==> config.mk <==
export PLATFORM = sky130hd
export DESIGN_NAME = rn_stall_ctrl
export DESIGN_NICKNAME = d
export VERILOG_FILES = /design/src/rtl/rn_pkg.sv /design/src/rtl/rn_skid_buf.sv /design/src/rtl/rn_flight_ctr.sv /design/src/rtl/rn_stall_fsm.sv /design/src/rtl/rn_stall_ctrl.sv
export SDC_FILE = /design/constraint.sdc
export NUM_CORES = 1
export LEC_CHECK = 0
export ABC_CLOCK_PERIOD_IN_PS = 9390
export CAP_MARGIN = 20
export CORE_MARGIN = 4
export CORE_UTILIZATION = 63
export CTS_CLUSTER_DIAMETER = 80
export DETAILED_ROUTE_END_ITERATION = 7
export PLACE_DENSITY_LB_ADDON = 0.1
export SETUP_SLACK_MARGIN = 0.15
export SYNTH_ARGS = -nofsm -noshare
export SYNTH_HDL_FRONTEND = slang
export SYNTH_HIERARCHICAL = 1
export SYNTH_SLANG_ARGS = --single-unit
==> constraint.sdc <==
create_clock -name clk_i -period 9.39 [get_ports clk_i]
set_clock_uncertainty 0.15 [all_clocks]
set_input_delay 1.878 -clock clk_i [delete_from_list [all_inputs] [get_ports clk_i]]
set_output_delay 1.878 -clock clk_i [all_outputs]
set_load 0.05 [all_outputs]
==> src/rtl/rn_pkg.sv <==
package rn_pkg;
  localparam int unsigned RN_SEQ_W = 16;

  typedef enum logic [2:0] {
    ST_IDLE = 3'd0,
    ST_RUN  = 3'd1,
    ST_BLK  = 3'd2,
    ST_UNB  = 3'd3,
    ST_SQ   = 3'd4,
    ST_SER  = 3'd5
  } rn_state_e;

  typedef struct packed {
    logic [RN_SEQ_W-1:0] seq;
    logic                ser;
    logic                dead;
  } rn_ent_t;
endpackage

==> src/rtl/rn_skid_buf.sv <==
module rn_skid_buf
  import rn_pkg::*;
#(
  parameter int unsigned DEPTH = 5,
  parameter int unsigned CNT_W = $clog2(DEPTH + 1)
) (
  input  logic                 clk_i,
  input  logic                 rst_i,
  input  logic                 push_i,
  input  rn_ent_t              push_ent_i,
  input  logic [CNT_W-1:0]     pop_cnt_i,
  input  logic                 kill_i,
  input  logic [RN_SEQ_W-1:0]  kill_seq_i,
  output logic [CNT_W-1:0]     count_o,
  output rn_ent_t [DEPTH-1:0]  view_o
);
  localparam int unsigned IDX_W = (DEPTH > 1) ? $clog2(DEPTH) : 1;
  localparam logic [IDX_W:0] DEP_X = (IDX_W + 1)'(DEPTH);

  function automatic logic [IDX_W-1:0] wrap(input logic [IDX_W:0] s);
    logic [IDX_W:0] t;
    t = (s >= DEP_X) ? s - DEP_X : s;
    return t[IDX_W-1:0];
  endfunction

  rn_ent_t          mem [DEPTH];
  logic [IDX_W-1:0] head;
  logic [CNT_W-1:0] count;
  logic [CNT_W-1:0] after_pop;
  logic [IDX_W-1:0] tail;
  logic             push_ok;

  assign after_pop = count - pop_cnt_i;
  assign push_ok   = push_i && (after_pop < CNT_W'(DEPTH));
  assign tail      = wrap({1'b0, head} + (IDX_W + 1)'(count));
  assign count_o   = count;

  always_comb begin
    for (int i = 0; i < DEPTH; i++) begin
      view_o[i] = mem[wrap({1'b0, head} + (IDX_W + 1)'(i))];
    end
  end

  always_ff @(posedge clk_i) begin
    if (rst_i) begin
      head  <= '0;
      count <= '0;
      for (int j = 0; j < DEPTH; j++) mem[j] <= '0;
    end else begin
      for (int j = 0; j < DEPTH; j++) begin
        if (kill_i && (mem[j].seq > kill_seq_i)) mem[j].dead <= 1'b1;
      end
      if (push_ok) mem[tail] <= push_ent_i;
      head  <= wrap({1'b0, head} + (IDX_W + 1)'(pop_cnt_i));
      count <= after_pop + CNT_W'(push_ok);
    end
  end
endmodule

==> src/rtl/rn_flight_ctr.sv <==
module rn_flight_ctr #(
  parameter int unsigned FL_W = 6
) (
  input  logic clk_i,
  input  logic rst_i,
  input  logic inc_i,
  input  logic dec_i,
  output logic zero_o
);
  localparam logic [FL_W-1:0] FL_MAX = '1;
  logic [FL_W-1:0] cnt;

  assign zero_o = (cnt == '0);

  always_ff @(posedge clk_i) begin
    if (rst_i) begin
      cnt <= '0;
    end else if (inc_i && !dec_i) begin
      if (cnt != FL_MAX) cnt <= cnt + 1'b1;
    end else if (dec_i && !inc_i) begin
      if (cnt != '0) cnt <= cnt - 1'b1;
    end
  end
endmodule

==> src/rtl/rn_stall_fsm.sv <==
module rn_stall_fsm
  import rn_pkg::*;
#(
  parameter int unsigned DEPTH = 5,
  parameter int unsigned CNT_W = $clog2(DEPTH + 1)
) (
  input  logic                clk_i,
  input  logic                rst_i,
  input  logic                squash_i,
  input  logic [RN_SEQ_W-1:0] squash_seq_i,
  input  logic                rob_sq_i,
  input  logic                stall_i,
  input  logic                rob_empty_i,
  input  logic                fl_zero_i,
  input  logic                in_valid_i,
  input  logic [RN_SEQ_W-1:0] in_seq_i,
  input  logic                in_ser_i,
  input  logic [CNT_W-1:0]    sk_count_i,
  input  rn_ent_t [DEPTH-1:0] sk_view_i,
  output rn_state_e           state_o,
  output logic                emit_o,
  output logic [RN_SEQ_W-1:0] emit_seq_o,
  output logic                blk_o,
  output logic                ublk_o,
  output logic                push_o,
  output rn_ent_t             push_ent_o,
  output logic [CNT_W-1:0]    pop_cnt_o,
  output logic                kill_o
);
  rn_state_e           state, nstate;
  logic [RN_SEQ_W-1:0] held, held_n;
  logic                found;
  logic [CNT_W-1:0]    fidx;
  logic                drain, run;
  logic [CNT_W:0]      remain;

  assign state_o = state;

  // oldest entry not marked by a squash
  always_comb begin
    found = 1'b0;
    fidx  = '0;
    for (int i = 0; i < DEPTH; i++) begin
      if (!found && (CNT_W'(i) < sk_count_i) && !sk_view_i[i].dead) begin
        found = 1'b1;
        fidx  = CNT_W'(i);
      end
    end
  end

  always_comb begin
    nstate     = state;
    held_n     = held;
    emit_o     = 1'b0;
    emit_seq_o = '0;
    blk_o      = 1'b0;
    ublk_o     = 1'b0;
    push_o     = 1'b0;
    push_ent_o = '{seq: in_seq_i, ser: in_ser_i, dead: 1'b0};
    pop_cnt_o  = '0;
    kill_o     = 1'b0;
    drain      = 1'b0;
    run        = 1'b0;
    remain     = '0;

    if (squash_i) begin
      if (state == ST_BLK || state == ST_UNB || state == ST_SER) ublk_o = 1'b1;
      kill_o = 1'b1;
      push_o = in_valid_i && !(in_seq_i > squash_seq_i);
      nstate = ST_SQ;
    end else if (rob_sq_i) begin
      push_o = in_valid_i;
      nstate = ST_SQ;
    end else if (stall_i) begin
      if (state != ST_BLK && state != ST_UNB) blk_o = 1'b1;
      if (state != ST_SER) nstate = ST_BLK;
      push_o = in_valid_i;
    end else begin
      case (state)
        ST_SER: begin
          if (rob_empty_i && fl_zero_i) begin
            emit_o     = 1'b1;
            emit_seq_o = held;
            if (sk_count_i != '0) begin
              nstate = ST_UNB;
              push_o = in_valid_i;
            end else if (in_valid_i) begin
              push_o = 1'b1;
              blk_o  = 1'b1;
              nstate = ST_BLK;
            end else begin
              nstate = ST_RUN;
            end
          end else begin
            push_o = in_valid_i;
          end
        end
        ST_BLK, ST_UNB: drain = 1'b1;
        ST_SQ: begin
          if (sk_count_i != '0) drain = 1'b1;
          else begin
            run    = 1'b1;
            nstate = ST_RUN;
          end
        end
        default: run = 1'b1;
      endcase
    end

    if (drain) begin
      push_o = in_valid_i;
      if (found) begin
        pop_cnt_o = fidx + CNT_W'(1);
        if (sk_view_i[fidx].ser) begin
          nstate = ST_SER;
          held_n = sk_view_i[fidx].seq;
        end else begin
          emit_o     = 1'b1;
          emit_seq_o = sk_view_i[fidx].seq;
        end
      end else begin
        pop_cnt_o = sk_count_i;
      end
      remain = {1'b0, sk_count_i} - {1'b0, pop_cnt_o} + (CNT_W + 1)'(in_valid_i);
      if (nstate != ST_SER) begin
        if (remain == '0) begin
          ublk_o = 1'b1;
          nstate = ST_RUN;
        end else begin
          nstate = ST_UNB;
        end
      end
    end

    if (run && in_valid_i) begin
      if (in_ser_i) begin
        nstate = ST_SER;
        held_n = in_seq_i;
        blk_o  = 1'b1;
      end else begin
        emit_o     = 1'b1;
        emit_seq_o = in_seq_i;
        nstate     = ST_RUN;
      end
    end
  end

  always_ff @(posedge clk_i) begin
    if (rst_i) begin
      state <= ST_IDLE;
      held  <= '0;
    end else begin
      state <= nstate;
      held  <= held_n;
    end
  end
endmodule

==> src/rtl/rn_stall_ctrl.sv <==
module rn_stall_ctrl
  import rn_pkg::*;
#(
  parameter int unsigned BP_DELAY = 2,
  parameter int unsigned FL_W     = 6
) (
  input  logic                clk_i,
  input  logic                rst_i,
  input  logic                in_valid_i,
  input  logic [RN_SEQ_W-1:0] in_seq_i,
  input  logic                in_ser_i,
  output logic                out_valid_o,
  output logic [RN_SEQ_W-1:0] out_seq_o,
  input  logic                squash_i,
  input  logic [RN_SEQ_W-1:0] squash_seq_i,
  input  logic                rob_squashing_i,
  input  logic                stall_i,
  input  logic                rob_empty_i,
  input  logic                dispatch_i,
  output logic                dec_block_o,
  output logic                dec_unblock_o,
  output logic [2:0]          state_o
);
  localparam int unsigned IN_LANES  = 1;
  localparam int unsigned OUT_LANES = 1;
  localparam int unsigned DEPTH     = 2 * BP_DELAY * IN_LANES + OUT_LANES;
  localparam int unsigned CNT_W     = $clog2(DEPTH + 1);

  rn_state_e           st;
  logic                emit, blk, ublk;
  logic [RN_SEQ_W-1:0] emit_seq;
  logic                sk_push, sk_kill, fl_zero;
  rn_ent_t             sk_ent;
  logic [CNT_W-1:0]    sk_pop, sk_count;
  rn_ent_t [DEPTH-1:0] sk_view;

  rn_skid_buf #(.DEPTH(DEPTH), .CNT_W(CNT_W)) skid_i (
    .clk_i      (clk_i),
    .rst_i      (rst_i),
    .push_i     (sk_push),
    .push_ent_i (sk_ent),
    .pop_cnt_i  (sk_pop),
    .kill_i     (sk_kill),
    .kill_seq_i (squash_seq_i),
    .count_o    (sk_count),
    .view_o     (sk_view)
  );

  rn_flight_ctr #(.FL_W(FL_W)) flight_i (
    .clk_i  (clk_i),
    .rst_i  (rst_i),
    .inc_i  (emit),
    .dec_i  (dispatch_i),
    .zero_o (fl_zero)
  );

  rn_stall_fsm #(.DEPTH(DEPTH), .CNT_W(CNT_W)) fsm_i (
    .clk_i        (clk_i),
    .rst_i        (rst_i),
    .squash_i     (squash_i),
    .squash_seq_i (squash_seq_i),
    .rob_sq_i     (rob_squashing_i),
    .stall_i      (stall_i),
    .rob_empty_i  (rob_empty_i),
    .fl_zero_i    (fl_zero),
    .in_valid_i   (in_valid_i),
    .in_seq_i     (in_seq_i),
    .in_ser_i     (in_ser_i),
    .sk_count_i   (sk_count),
    .sk_view_i    (sk_view),
    .state_o      (st),
    .emit_o       (emit),
    .emit_seq_o   (emit_seq),
    .blk_o        (blk),
    .ublk_o       (ublk),
    .push_o       (sk_push),
    .push_ent_o   (sk_ent),
    .pop_cnt_o    (sk_pop),
    .kill_o       (sk_kill)
  );

  assign state_o = st;

  always_ff @(posedge clk_i) begin
    if (rst_i) begin
      out_valid_o   <= 1'b0;
      out_seq_o     <= '0;
      dec_block_o   <= 1'b0;
      dec_unblock_o <= 1'b0;
    end else begin
      out_valid_o   <= emit;
      out_seq_o     <= emit_seq;
      dec_block_o   <= blk;
      dec_unblock_o <= ublk;
    end
  end
endmodule

# Yosys cells after proc, flatten, opt, wreduce, memory -nomap -nowiden
# Memories as Yosys holds them, arrays and structs flattened.
# Cells that the tools add are included.
# Widths: inputs -> output; s select.
[totals]
word_cells = 234
regBits = 50
mem_bits_rw = 90
n_memories = 1
in_bits = 41
[mem_list]
columns = ["name", "words", "word_bits", "read_ports", "rd_ports_with_merged_regs", "wr", "line_no", "rtl"]
rows = [
  ["skid_i.mem", 5, 18, 10, 0, 6, "rn_skid_buf.sv:26", "rn_ent_t mem [DEPTH];"],
]
[op_classes]
n_addsub = 20
n_reduce_logical = 44
bitwise_logic = 5
magnitude_cmp = 20
eq_ne = 10
muxes = 125
[ops]
columns = ["operator", "n"]
rows = [
  ["$mux 16", 15],
  ["$gt 16x16->1", 6],
  ["$mux 3", 25],
  ["$mux 1", 72],
  ["$bmux 18 s3", 1],
  ["$ge 4x3->1 const B", 6],
  ["$mux 6", 4],
  ["$logic_and 1x1->1", 21],
  ["$sub 3x3->3 const B", 7],
  ["$mux 18", 1],
  ["$logic_not 1->1", 12],
  ["$add 3x2->4 const B", 2],
  ["$add 3x3->4", 2],
  ["$mux 2", 4],
  ["$add 6x1->6 const B", 1],
  ["$eq 3x2->1 const B", 2],
  ["$eq 3x3->1 const B", 2],
  ["$logic_not 6->1", 1],
  ["$lt 1x3->1 const A", 2],
  ["$lt 2x3->1 const A", 2],
  ["$ne 3x2->1 const B", 2],
  ["$ne 3x3->1 const B", 2],
  ["$ne 6x6->1 const B", 1],
  ["$pmux 3 s2", 1],
  ["other kinds (23)", 30],
]

# Depth between registers and ports, before layout
# Gate-level depths: netlist of the first run.
# An unclocked memory read counts as a cell.
[logic_depth]
word_depth = 33
depth_mapped = 29

# Hierarchy
# Netlist of the first run, hierarchy kept.
[by_module_without_submodules]
columns = ["mod", "cells_per_inst", "area_each_um2", "instances", "seq_area_each_um2"]
rows = [
  ["rn_skid_buf", 930, 13235.2, 1, 4444.3],
  ["rn_stall_fsm", 376, 3049.2, 1, 380.4],
  ["rn_stall_ctrl", 39, 516.7, 1, 380.4],
  ["rn_flight_ctr", 50, 464.2, 1, 120.1],
]

# Worst setup path after synthesis of the first run
# Ideal clock, no wire load.
[synth_timing]
path_kind = "reg-to-reg"
start = "register skid_i.head[0]"
end = "memory skid_i/mem[5][0] (netlist name), enable pin"
setup_time_ps = 392
n_path_buf = 4
period_less_slack_ps = 7270
path_stages_with_launch = 27
required_ps = 8848
t_arrival_ps = 6727
setup_slack_ps = 2120
cell_sequence = "dfxtp_1 > buf_4 > inv_1 > ha_1 > inv_1 > fa_1 > a21oi_1 > nor2_1 > a21oi_2 > buf_4 > mux4_2 > mux2_2 > and3b_1 > clkbuf_1 > o21ai_4 > buf_2 > inv_1 > ha_1 > mux2i_1 > nor2_1 > inv_1 > fa_1 > xnor2_1 > o21ai_0 > nand2_1 > or3_4 > nor2_1"
[synth_rtl]
columns = ["item", "line_no", "rtl"]
rows = [
  ["start, declared", "rn_skid_buf.sv:27", "logic [IDX_W-1:0] head;"],
  ["start signal, assigned", "rn_skid_buf.sv:54", "head <= wrap({1'b0, head} + (IDX_W + 1)'(pop_cnt_i));"],
  ["end, declared", "rn_skid_buf.sv:26", ""],
]

==> metrics.cfg, run 1 <==
[timing]
fin_crit_sh=0.8423
hold_viol=0
final.setup.worst_slack_ps=1481
slew_headroom=0.2879
final_max_slew_viol_count=0
setup_viol_count_final=0
fin_crit_ps=7909
worst-slew-pin-transition_ps=1067
fmax_mhz=126.4
tns_ps=0
rsz0062_at_grt=no

[synthesis]
synth_fp_nets=1572
syn_inst=1395
synthFlopType=edfxtp_1
synth.distinct_cells=77
synth_area_mm2=0.01727
synthSimpleGateAreaFrac=0.1016
yosys_warnings=6
muxShareOfSynthArea=0.3349
syn_avg_cell_area_um2=12.38
ys_seq_elements=194
post_synth_fa_ha_maj_area_fraction=0.1012
ys_seq_area_frac=0.3084
synth_compound_area_frac=0.09051
async_flop_share=0
synth_edf_count=144
synth_top_family_by_area=multiplexers
synth_xor_area_frac=0.01102

[drt]
dr.pass1.iters=6
drc=0
wl_um=54140
wl_per_cell_um=30.59
drtIter0Drc=1861
viasPerCell=7.398
antenna_left=0
routed-via-count=13095

[power_and_ir_drop]
ir_worst_vdd_v=0.00009985
pwr_density_cell_mw_per_mm2=130.7
p_leak_nw=7.192

[worst_setup_path]
slowest_stage=nor2_2
worstPathArrival_ps=7820
start_kind=flop
required_ps=9300
criticalPathCategory=flop to flop
critPathCaptureType=flop
crit_chain=inv_1 -> ha_1 -> o21ai_4 -> mux4_2 -> mux2_2 -> nand2b_1 -> a21boi_0 -> nor2_1 -> nand2_1 -> mux2i_1 -> nor2_1 -> inv_1 -> fa_1 -> o21ai_0 -> nand2_1 -> or3b_1 -> nor2_2
max_stage_delay_ps=870
critPathMaxFanout=18

[floorplan]
ioPinCount=63
die_height_um=173.5
die-area_mm2=0.03012
rows=60
initial_core_util=0.6406
fp.dieW_um=173.5
fp.coreArea_mm2=0.02695

[cts]
cts_resized=0
cts_buffers=17
clk_latency_ps=450
cts.htree.levels=4
clk_pin_slew_ps=80
clock_path_buffers=2
clockRootBuffer=clkbuf_16
post_cts_buffers=0
cts_tree=built
cts.sinks=194
ctsHoldBuffers=0

[layout]
drive_gt1_frac=0.2754
syn_to_final_growth_pct=7.921
nets=1591

[hold_path]
hold_class=flop to flop

[place]
gp_congestion=0.9682
dp_hpwl_um=38430
port_buffers=62
place_ws_ps=1588

[global_routing]
antenna_found_initial=2
grt_pass1_vias=12752
grt_pass1_wl_um=81070
grt_overflow=0
grt_max_degree=51
gr-usage-all-layers=0.3605

[flow_run]
cap_viol_max_count=0

[run_status]
outcome=finished, final reports clean

## per-stage QoR
| step | utilization | instance area (um^2) | hold WS, ps | cells | power [W] |
|---|---|---|---|---|---|
| final | 0.6914 | 18630 | 371.2 | 1770 | 0.002435 |
| after global routing | 0.6913 | 18630 | 386.5 | 1769 | 0.002545 |
| after CTS | 0.6912 | 18630 | 372.9 | 1768 | 0.002426 |
| after detailed placement | 0.6697 | 18050 | 360.3 | 1736 | 0.001699 |
| after global placement | 0.6697 | 18050 | 350.5 | 1736 | 0.001685 |
| after floorplan | - | 17270 | 343.9 | 1395 | 0.001516 |
## layout by cell type (no fill, tap or decap), drive strengths merged, types with 12 or more instances in the layout
cell type / n
edfxtp: 144
nand4: 19
buf: 25
xnor2: 14
a21o: 15
clkbuf: 17
o21ai: 48
nand3: 12
nor2: 46
mux2: 101
clkdlybuf4s50: 61
o221ai: 20
ha: 130
a22oi: 13
inv: 102
a21oi: 57
mux4: 180
mux2i: 59
and2: 87
dfxtp: 50
nor2b: 24
nand2: 71
## flip-flops by register name, indices dropped and copies added (netlist names)
signal / cells
skid_i/head: 3
dec_block_o: 1
skid_i/count_o: 3
dec_unblock_o: 1
fsm_i/state_o: 3
out_seq_o: 16
fsm_i/held: 16
skid_i/mem: 144
out_valid_o: 1
flight_i/cnt: 6
## path summary, 6_finish.rpt
path | start | to | slack (ps) | depth (start not counted)
max | skid_i/head[0] | skid_i/mem[7][15] | 1480 | 17
min | fsm_i/held[12] | fsm_i/held[12] | 370 | 2
max reg2reg | skid_i/head[0] | skid_i/mem[7][15] | 1480 | 17
min reg2reg | fsm_i/held[12] | fsm_i/held[12] | 370 | 2
## synth_stat cells (7+ instances only)
master | n | area share
a211oi_1 | 9 | 0.0039
a21o_1 | 14 | 0.0061
a21oi_1 | 50 | 0.014
a22oi_1 | 13 | 0.0057
a31oi_1 | 7 | 0.0025
and2_1 | 87 | 0.032
and2b_1 | 8 | 0.0035
buf_2 | 21 | 0.0061
buf_4 | 36 | 0.016
buf_6 | 10 | 0.0065
clkbuf_1 | 18 | 0.0039
dfxtp_1 | 50 | 0.058
edfxtp_1 | 144 | 0.25
ha_1 | 130 | 0.094
inv_1 | 90 | 0.020
mux2_2 | 97 | 0.063
mux2i_1 | 59 | 0.034
mux4_2 | 180 | 0.23
nand2_1 | 71 | 0.015
nand2b_1 | 7 | 0.0025
nand3_1 | 11 | 0.0032
nand4_1 | 18 | 0.0065
nor2_1 | 41 | 0.0089
nor2b_1 | 24 | 0.0087
o211ai_1 | 9 | 0.0039
o21ai_0 | 33 | 0.0096
o21ai_1 | 12 | 0.0035
o221ai_1 | 9 | 0.0046
o221ai_2 | 10 | 0.0087
or3_1 | 9 | 0.0033
xnor2_1 | 12 | 0.0061
## critical path, delay by kind of cell, from the launching register on
kind            cells  cell delay [ps]
flops               1              840
simple gates        7             2460
mux                 3             1070
compound gates      3             1420
buf+inv             2              450
fa+ha+maj           2             1110
## where the power goes
group / total, W / switching [W] / leakage [nW] / internal, W
Sequential: 0.00106 / 0.0000931 / 1.82 / 0.000971
Combinational: 0.000633 / 0.000326 / 5.09 / 0.000307
Clock: 0.000737 / 0.000379 / 0.281 / 0.000358
Total: 0.00244 / 0.000799 / 7.19 / 0.00164
## layout make-up
| cell class | count | area (um^2) |
|---|---|---|
| Multi-Input combinational cell | 1024 | 11160 |
| Fill cell | 1944 | 8318 |
| Sequential cell | 194 | 5325 |
| Timing Repair Buffer | 86 | 795.8 |
| Tap cell | 341 | 426.7 |
| Clock buffer | 17 | 425.4 |
| Inverter | 91 | 341.6 |
| Clock inverter | 15 | 153.9 |
| Antenna cell | 2 | 5.005 |
## routing by layer
metal  part of all wire  track usage
met1               0.36       0.4799
met2               0.45       0.5503
met3               0.15       0.1293
met4              0.043       0.1330
met5                  0            0
## cell families after synthesis
logic type / Yosys count
simple gates: 314
fa+ha+maj: 136
xor+xnor: 20
compound gates: 213
flops: 194
buf+inv: 177
mux: 340
other cells: 1
Power figures use the tool's default switching activity.
==> inputs of run 2 (changes only) <==
ABC_CLOCK_PERIOD_IN_PS = 8150   (was 9390)
clock period = 8.15 ns   (was 9.39 ns; I/O delays follow)
==> run 2 against run 1 <==
  * Critical path depth increased by 2
  * Non-clock buffer count increased by 15
  * Worst setup slack got worse by 880 ps
  * Critical endpoint is now skid_i/mem[4][3]
  * Highest routed layer unchanged
==> metrics.cfg, run 2 (synthesized netlist as in run 1, its figures left out) <==
[hold_path]
hold_class=flop to flop
min_to=fsm_i/held[14]
min_delay_path_depth=2  ; unchanged
hold_start=fsm_i/held[14]

[place]
port_buffers=62  ; unchanged
dp_cells=1749  ; +0.75%
dp_hpwl_um=35620  ; -7.3%
dpl-instance-area_mm2=0.01816  ; +0.61%
gp_congestion=0.9319  ; -3.7%
place_ws_ps=651.6  ; -936.4 ps

[cts]
ctsHoldBuffers=0  ; unchanged
clk_pin_slew_ps=70  ; about the same
cts.sinks=194  ; unchanged
cts.htree.levels=4  ; unchanged
post_cts_buffers=0  ; unchanged
clock_path_buffers=2  ; unchanged
cts_resized=0  ; unchanged
clockRootBuffer=clkbuf_16
cts_buffers=17  ; unchanged
clk_latency_ps=450  ; about the same
cts_tree=built

[layout]
drive_gt1_frac=0.2816  ; +0.006150
seq_area_mm2=0.005325  ; unchanged
final_cell_mix=180 x mux4_2, 144 x edfxtp_1, 130 x ha_1
largest_reg_flops=144  ; unchanged
regMostFlops=skid_i/mem
stdcell_area_mm2=0.01875  ; +0.63%
stdcell_count=1784  ; +0.79%
final_common_cell=mux4_2
nets=1606  ; +0.94%
syn_to_final_growth_pct=8.602
nFillCells=1934  ; -0.51%
multiInputGateArea_mm2=0.01116  ; unchanged
top_regs=skid_i/mem: 144 flops, fsm_i/held: 16 flops, out_seq_o: 16 flops

[global_routing]
grt_max_degree=51  ; unchanged
grt_pass1_vias=12899  ; +1.2%
grt_overflow=0  ; unchanged
antenna_found_initial=1  ; -1
gr-usage-all-layers=0.3437  ; -0.01680
grt_pass1_wl_um=78920  ; -2.6%

[timing]
slew_headroom=0.3020  ; +0.01406
tns_ps=0  ; unchanged
setup_viol_count_final=0  ; unchanged
final.setup.worst_slack_ps=600.6  ; -880.2 ps
rsz0062_at_grt=no
worst-slew-pin-transition_ps=1047  ; -19.93 ps
final_max_slew_viol_count=0  ; unchanged
hold_viol=0  ; unchanged
fin_crit_ps=7549  ; -359.8 ps
fin_crit_sh=0.9263  ; +0.08400
fmax_mhz=132.5  ; +4.8%

[drt]
dr.pass1.iters=5  ; -1
antenna_left=0  ; unchanged
routed-via-count=13000  ; -0.73%
wl_per_cell_um=28.66  ; -6.3%
viasPerCell=7.287  ; -1.5%
wl_um=51140  ; -5.5%
drtIter0Drc=1459  ; -22%
drc=0  ; unchanged

[worst_setup_path]
r2r-end=skid_i/mem[4][3]
crit_start=skid_i/head[2]
cp_top_family=simple AND/OR/NAND/NOR gates
start_kind=flop
crit_chain=ha_1 -> a21o_4 -> a21oi_2 -> o21ai_4 -> mux4_2 -> mux2_2 -> nand2b_1 -> a21boi_0 -> nor2_1 -> nand2_1 -> mux2i_1 -> nor2_1 -> inv_1 -> fa_1 -> o21ai_0 -> nand2_1 -> or3_4 -> nor2_4 -> or2_2
slowest_stage=dfxtp_1
reg2reg_depth=19  ; +2
criticalPathCategory=flop to flop
ff2ff_setup_slack_ps=600  ; -880 ps
max_stage_delay_ps=670  ; -200 ps
crit_buf_inv=1  ; -1
required_ps=8080  ; -1220 ps
critPathMaxFanout=20  ; +2
reg2reg_from=skid_i/head[2]
worstPathArrival_ps=7480  ; -340 ps
critPathCaptureType=flop

[floorplan]
ioPinCount=63  ; unchanged
fp.dieW_um=173.5  ; unchanged
fp.coreArea_mm2=0.02695  ; unchanged
initial_core_util=0.6406  ; unchanged
die-area_mm2=0.03012  ; unchanged
rows=60  ; unchanged
die_height_um=173.5  ; unchanged

[power_and_ir_drop]
p_total_w=0.002776  ; +14%
p_leak_nw=7.280  ; +1.2%
pwr_density_cell_mw_per_mm2=148.0  ; +13%
ir_worst_vdd_v=0.0001399  ; +40%

[flow_run]
cap_viol_max_count=0  ; unchanged

[run_status]
outcome=finished, final reports clean

run 2: changes by cell type in the layout (fill, tap and decap cells not counted), moves of 2 or more:
cell,delta
clkinv_2,+2
clkinvlp_4,-2
inv_8,-7
buf_8,+2
clkbuf_8,+2
buf_4,+12
run 2: worst max-delay path by stage:
| stage | to | cells after the start |
|---|---|---|
| after floorplan | skid_i/mem[5][0] | 26 |
| after global placement | skid_i/mem[4][10] | 19 |
| after detailed placement | skid_i/mem[4][12] | 19 |
| after CTS | skid_i/mem[4][3] | 19 |
| after global routing | skid_i/mem[4][3] | 19 |
| final | skid_i/mem[4][3] | 19 |
run 2: where the power goes:
| group | switching [W] | internal [W] | total (W) |
|---|---|---|---|
| clock | 0.000393 | 0.000430 | 0.000823 |
| combinational | 0.000385 | 0.000357 | 0.000742 |
| sequential | 0.0000913 | 0.00112 | 0.00121 |
| total | 0.000870 | 0.00191 | 0.00278 |
run 2: routing by layer:
metal / vias up / global-route usage / wire length [um]
li1: 5523 / - / -
met1: 6435 / 0.4693 / 19580
met2: 899 / 0.5257 / 23240
met3: 143 / 0.1058 / 6454
met4: 0 / 0.1237 / 1859
met5: - / 0 / 0
run 2: per-stage QoR:
step,utilization,hold WS (ps)
2_1_floorplan,-,343.9
3_3_place_gp,0.6738,349.6
3_5_place_dp,0.6738,358.5
4_1_cts,0.6945,369.0
5_1_grt,0.6957,387.7
6_report,0.6957,370.4
run 2: layout make-up:
class | instances | share of cell area
Clock buffer | 22 | 0.02596
Inverter | 91 | 0.01822
Clock inverter | 10 | 0.003870
Tap cell | 341 | 0.02275
Antenna cell | 1 | 0.0001335
Multi-Input combinational cell | 1024 | 0.5952
Sequential cell | 194 | 0.2840
Timing Repair Buffer | 101 | 0.04991
run 2: worst register-to-register path, delay by kind of cell, from the launching register on:
| family | cells | cell delay (ps) |
|---|---|---|
| fa+ha+maj | 2 | 860 |
| flops | 1 | 670 |
| compound gates | 5 | 1660 |
| buf+inv | 1 | 110 |
| mux | 3 | 1080 |
| simple gates | 8 | 2650 |
